==> src/rtl/rtc3w_pkg.sv <==
package rtc3w_pkg;

    localparam int FRAME_BITS = 8;
    localparam int XFER_BITS  = 2 * FRAME_BITS;
    localparam int NIB_W      = 4;

    typedef enum logic [1:0] {
        ST_IDLE  = 2'd0,
        ST_LEAD  = 2'd1,
        ST_SHIFT = 2'd2,
        ST_TAIL  = 2'd3
    } seq_state_e;

    // Command byte: marker 1, direction, address-flag 1, data-flag 0, address
    function automatic logic [FRAME_BITS-1:0] cmd_byte(input logic is_rd,
                                                       input logic [NIB_W-1:0] a);
        return {1'b1, is_rd, 1'b1, 1'b0, a};
    endfunction

    // Data byte: marker 1, write, address-flag 0, data-flag 1, nibble
    function automatic logic [FRAME_BITS-1:0] dat_byte(input logic [NIB_W-1:0] d);
        return {1'b1, 1'b0, 1'b0, 1'b1, d};
    endfunction

endpackage

==> src/rtl/rtc3w_halfdiv.sv <==
module rtc3w_halfdiv #(
    parameter int HALF_DIV = 4
) (
    input  logic clk,
    input  logic rst_n,
    input  logic run,
    output logic tick
);
    generate
        if (HALF_DIV <= 1) begin : g_direct
            assign tick = run;
        end else begin : g_count
            localparam int CW = $clog2(HALF_DIV);
            localparam logic [CW-1:0] LAST = CW'(HALF_DIV - 1);
            logic [CW-1:0] cnt_d, cnt_q;

            always_comb begin
                cnt_d = cnt_q;
                if (!run)
                    cnt_d = '0;
                else if (cnt_q == LAST)
                    cnt_d = '0;
                else
                    cnt_d = cnt_q + 1'b1;
            end

            always_ff @(posedge clk or negedge rst_n) begin
                if (!rst_n) cnt_q <= '0;
                else        cnt_q <= cnt_d;
            end

            assign tick = run && (cnt_q == LAST);
        end
    endgenerate
endmodule

==> src/rtl/rtc3w_seq.sv <==
module rtc3w_seq
    import rtc3w_pkg::*;
(
    input  logic             clk,
    input  logic             rst_n,
    input  logic             tick,
    input  logic             start,
    input  logic             rw,
    input  logic [NIB_W-1:0] addr,
    input  logic [NIB_W-1:0] wdata,
    input  logic             data_in,
    output logic             active,
    output logic             done,
    output logic [NIB_W-1:0] rdata,
    output logic             ce,
    output logic             sclk,
    output logic             data_out,
    output logic             data_oe
);
    localparam int BW = $clog2(XFER_BITS);
    localparam logic [BW-1:0] LAST_BIT = BW'(XFER_BITS - 1);

    typedef struct packed {
        seq_state_e           st;
        logic                 low_half;
        logic [BW-1:0]        bitn;
        logic [XFER_BITS-1:0] sreg;
        logic [NIB_W-1:0]     rx;
        logic                 is_rd;
        logic                 done;
        logic [NIB_W-1:0]     rdata;
    } seq_t;

    seq_t s_d, s_q;
    logic reply_phase;

    // Bits in the upper half of a read are driven by the slave
    assign reply_phase = s_q.bitn[BW-1];

    always_comb begin
        s_d      = s_q;
        s_d.done = 1'b0;
        unique case (s_q.st)
            ST_IDLE: begin
                if (start) begin
                    s_d.st       = ST_LEAD;
                    s_d.is_rd    = rw;
                    s_d.bitn     = '0;
                    s_d.low_half = 1'b0;
                    s_d.sreg     = {cmd_byte(rw, addr),
                                    rw ? {FRAME_BITS{1'b1}} : dat_byte(wdata)};
                end
            end
            ST_LEAD: begin
                if (tick) s_d.st = ST_SHIFT;
            end
            ST_SHIFT: begin
                if (tick) begin
                    if (!s_q.low_half) begin
                        s_d.low_half = 1'b1;
                        if (s_q.is_rd && reply_phase)
                            s_d.rx = {s_q.rx[NIB_W-2:0], data_in};
                    end else begin
                        s_d.low_half = 1'b0;
                        s_d.sreg     = {s_q.sreg[XFER_BITS-2:0], 1'b1};
                        if (s_q.bitn == LAST_BIT)
                            s_d.st = ST_TAIL;
                        else
                            s_d.bitn = s_q.bitn + 1'b1;
                    end
                end
            end
            ST_TAIL: begin
                if (tick) begin
                    s_d.st   = ST_IDLE;
                    s_d.done = 1'b1;
                    if (s_q.is_rd) s_d.rdata = s_q.rx;
                end
            end
            default: s_d.st = ST_IDLE;
        endcase
    end

    always_ff @(posedge clk or negedge rst_n) begin
        if (!rst_n) begin
            s_q <= '{st: ST_IDLE, low_half: 1'b0, bitn: '0, sreg: '1,
                     rx: '0, is_rd: 1'b0, done: 1'b0, rdata: '0};
        end else begin
            s_q <= s_d;
        end
    end

    assign active   = (s_q.st != ST_IDLE);
    assign done     = s_q.done;
    assign rdata    = s_q.rdata;
    assign ce       = active;
    assign sclk     = !((s_q.st == ST_SHIFT) && s_q.low_half);
    assign data_out = s_q.sreg[XFER_BITS-1];
    assign data_oe  = active && !(s_q.is_rd &&
                      ((s_q.st == ST_TAIL) || ((s_q.st == ST_SHIFT) && reply_phase)));
endmodule

==> src/rtl/rtc3w_master.sv <==
module rtc3w_master #(
    parameter int HALF_DIV = 4
) (
    input  logic       clk,
    input  logic       rst_n,
    input  logic       start,
    input  logic       rw,
    input  logic [3:0] addr,
    input  logic [3:0] wdata,
    output logic       busy,
    output logic       done,
    output logic [3:0] rdata,
    output logic       ce,
    output logic       sclk,
    output logic       data_out,
    output logic       data_oe,
    input  logic       data_in
);
    logic active;
    logic tick;

    rtc3w_halfdiv #(.HALF_DIV(HALF_DIV)) u_div (
        .clk  (clk),
        .rst_n(rst_n),
        .run  (active),
        .tick (tick)
    );

    rtc3w_seq u_seq (
        .clk     (clk),
        .rst_n   (rst_n),
        .tick    (tick),
        .start   (start),
        .rw      (rw),
        .addr    (addr),
        .wdata   (wdata),
        .data_in (data_in),
        .active  (active),
        .done    (done),
        .rdata   (rdata),
        .ce      (ce),
        .sclk    (sclk),
        .data_out(data_out),
        .data_oe (data_oe)
    );

    assign busy = active;
endmodule

==> config.mk <==
export PLATFORM = sky130hd
export DESIGN_NAME = rtc3w_master
export DESIGN_NICKNAME = d
export VERILOG_FILES = /design/src/rtl/rtc3w_pkg.sv /design/src/rtl/rtc3w_halfdiv.sv /design/src/rtl/rtc3w_seq.sv /design/src/rtl/rtc3w_master.sv
export SDC_FILE = /design/constraint.sdc
export NUM_CORES = 1
export LEC_CHECK = 0
export CORE_ASPECT_RATIO = 1.25
export CORE_MARGIN = 1.5
export CORE_UTILIZATION = 56
export DETAILED_ROUTE_END_ITERATION = 10
export DONT_BUFFER_PORTS = 1
export PLACE_DENSITY = 0.74
export RECOVER_POWER = 25
export REMOVE_ABC_BUFFERS = 1
export SYNTH_ARGS = -nofsm -noshare
export SYNTH_HDL_FRONTEND = slang
export SYNTH_SLANG_ARGS = --single-unit
==> constraint.sdc <==
create_clock -name clk -period 1.5 [get_ports clk]
set_input_delay 0.075 -clock clk [delete_from_list [all_inputs] [get_ports clk]]
set_output_delay 0.075 -clock clk [all_outputs]
set_load 0.005 [all_outputs]
==> impl_metrics.env <==
export IMPL_hold_path_depth=3
export IMPL_ys_flop_type="dfrtp_1"
export IMPL_ys_seq_elements=35
export IMPL_min_period_over_period=0.961
export IMPL_first_iter_violations=44
export IMPL_rsz0062_at_grt="false"
export IMPL_r2r_end="u_seq.rdata[3]"
export IMPL_cp_start_kind="register"
export IMPL_cts_tree="built"
export IMPL_hold_viol=0
export IMPL_die_area_um2=3560
export IMPL_ff2ff_setup_slack_ns=0.06
export IMPL_root_buffer="clkbuf_4"
export IMPL_clk_pin_slew_ns=0.10
export IMPL_fin_cells=222
export IMPL_htree_levels=2
export IMPL_slew_headroom=0.428
export IMPL_hpwl_um=2540
export IMPL_cts_setup_buffers=0
export IMPL_finalSetupTns_ns=0
export IMPL_viasPerCell=5.91
export IMPL_io_buffer_count=0
export IMPL_grt_max_degree=36
export IMPL_pin_count=23
export IMPL_fmax_mhz=694
export IMPL_status="finished, final reports clean"
export IMPL_start_util=0.600
export IMPL_grt_pass1_wl_um=6290
export IMPL_dr_pass1_iters=4
export IMPL_yosysMostFrequentCell="nor2_1"
export IMPL_place_inst=201
export IMPL_ff2ff_path_depth=6
export IMPL_end_kind="register"
export IMPL_worst_pin_slew_ns=0.859
export IMPL_synth_area_top_cells="dfrtp_1 26%, dfstp_2 23%, nor2_1 4.6%"
export IMPL_worstPathMaxFanout=5
export IMPL_worstPathRequired_ns=1.73
export IMPL_wl_um=3730
export IMPL_place_ws_ns=-0.0419
export IMPL_finalCriticalPeriod_ns=1.44
export IMPL_drc=0
export IMPL_netlist_instances=167
export IMPL_n_fill_cell=222
export IMPL_endpoint="u_seq.rdata[3]"
export IMPL_crit_arrival_ns=1.67
export IMPL_synth_top_area_frac=0.264
export IMPL_yosys_area_top_type="dfrtp_1"
export IMPL_async_flop_share=1.00
export IMPL_synth_area_um2=1800
export IMPL_core_area_um2=3000
export IMPL_multi_input_area_um2=785
export IMPL_wl_per_cell_um=16.8
export IMPL_cap_viol_max_count=0
export IMPL_area_growth_pct=12.6
export IMPL_antenna_left=0
export IMPL_ys_top_cells_by_count="22 x nor2_1, 19 x dfrtp_1, 16 x dfstp_2, 13 x nand2_1"
export IMPL_gp_congestion=0.796
export IMPL_drv_slew=0
export IMPL_cts_sinks=35
export IMPL_clock_latency_ns=0.35
export IMPL_die_w_um=53.7
export IMPL_cts_buffers=5
export IMPL_stdcell_area_um2=2030
export IMPL_grt_ovfl_total=0
export IMPL_finClkSkew_ns=0.00916
export IMPL_finalWorstSetupSlack_ns=0.0590
export IMPL_grt_antenna_before_repair=0
export IMPL_critical_path_class="register to register"
export IMPL_finalSetupViolCount=0
export IMPL_hp_class="input pin to register"
export IMPL_p_leak_uw=0.000890
export IMPL_synth_edf_count=0
export IMPL_nNetsFinal=199
export IMPL_register_area_um2=896
export IMPL_die_h_um=66.4
export IMPL_vias=1311
export IMPL_place_area_um2=1840
export IMPL_drive_gt1_frac=0.330
export IMPL_first_global_vias=1363
export IMPL_ys_seq_area_frac=0.498
export IMPL_yosysUniqueCellTypes=40
export IMPL_rows=22
export IMPL_synth_warnings=0
export IMPL_crit_path_start="u_div.g_count.cnt_q[0]"
export IMPL_p_per_area_nw_per_um2=1690
export IMPL_avgSynthCellArea_um2=10.8
export IMPL_clk_path_buf_depth=2
export IMPL_grt_total_usage=0.254
export IMPL_r2r_start="u_div.g_count.cnt_q[0]"
export IMPL_ir_drop_mv=1.03
-- placed cells by master, fill, tap and decap left out, types with 2 or more instances in the layout --
cell type       n
dfstp_2        16
dlygate4sd3_1  11
buf_4          13
nor3_1          4
nand2_2         3
a21oi_1        10
o21ai_0         6
clkbuf_4        5
o21ai_1         4
nor2_2          2
inv_1           4
a221oi_2        3
nand2_1        13
a31oi_1         4
mux2_1          4
nand3_1        10
mux2_4          4
dfrtp_1        19
o31ai_2         3
nor2_1         21
clkbuf_1        2
o21a_1          2
-- how the worst min path moves through the flow --
| stage | end | start | slack [ns] |
|---|---|---|---|
| floorplan | u_div.g_count.cnt_q[0] | rst_n | -0.22 |
| global placement | u_seq.done | rst_n | -0.22 |
| detailed placement | u_seq.rdata[0] | rst_n | -0.22 |
| CTS | u_seq.s_q[10] | wdata[0] | 0.13 |
| global route | u_seq.s_q[10] | wdata[0] | 0.15 |
| finish | u_seq.s_q[10] | wdata[0] | 0.15 |
-- layout make-up --
class | instances | share of cell area
Sequential cell | 35 | 0.442
Multi-Input combinational cell | 112 | 0.387
Timing Repair Buffer | 26 | 0.115
Clock buffer | 7 | 0.0222
Tap cell | 36 | 0.0222
Inverter | 4 | 0.00741
Clock inverter | 1 | 0.00247
Antenna cell | 1 | 0.00124
-- per-layer routing --
layer  vias up  global-route usage  wire (um)
met5         -                   0          0
met4         0               0.138         86
met3         8              0.0543        183
met2        40               0.422       1940
met1       651               0.295       1520
li1        612                   -          -
-- worst max-delay path, cell delays in order (launching register included) --
cell	delay, ns
dfrtp_1	0.41
ha_4	0.19
buf_4	0.12
nand2_2	0.05
nor2_2	0.11
nand2_2	0.10
mux2_1	0.33
-- cells by family (layout without fill, tap and decap cells) --
group / count (synthesis) / after routing / share of synthesized area
AOI/OAI and AO/OA: 37 / 37 / 0.152
muxes: 9 / 9 / 0.0640
buffers and inverters: 20 / 38 / 0.0786
xor gates and xnor gates: 1 / 1 / 0.00487
and+or+nand+nor: 63 / 63 / 0.189
adders and majority gates: 2 / 2 / 0.0139
DFF: 35 / 35 / 0.498
other: 0 / 1 / 0
-- through the flow --
stage                     total power, uW  utilization  hold WS (ns)
after global routing                 3660        0.674         0.153
after CTS                            3390        0.673         0.131
after global placement               2760        0.612        -0.220
after detailed placement             2840        0.612        -0.220
after floorplan                      2350            -        -0.221
final                                3420        0.675         0.154
-- state kept, by name, summed over array words and instances, names as in the netlist --
name / flops
u_div.g_count.cnt_q: 2
u_seq.data_out: 1
u_seq.done: 1
u_seq.rdata: 4
u_seq.reply_phase: 1
u_seq.s_q: 26
-- power by group --
group / switching (uW) / internal (uW)
logic: 724 / 614
registers: 235 / 1360
clock network: 309 / 182
-- repair_timing --
item,in CTS,in global routing
endpoints found under the setup margin,13,12
hold buffers,12,0
endpoints found under the hold margin,48,0
gates resized for setup,2,3
(Power assumes the default switching activity.)
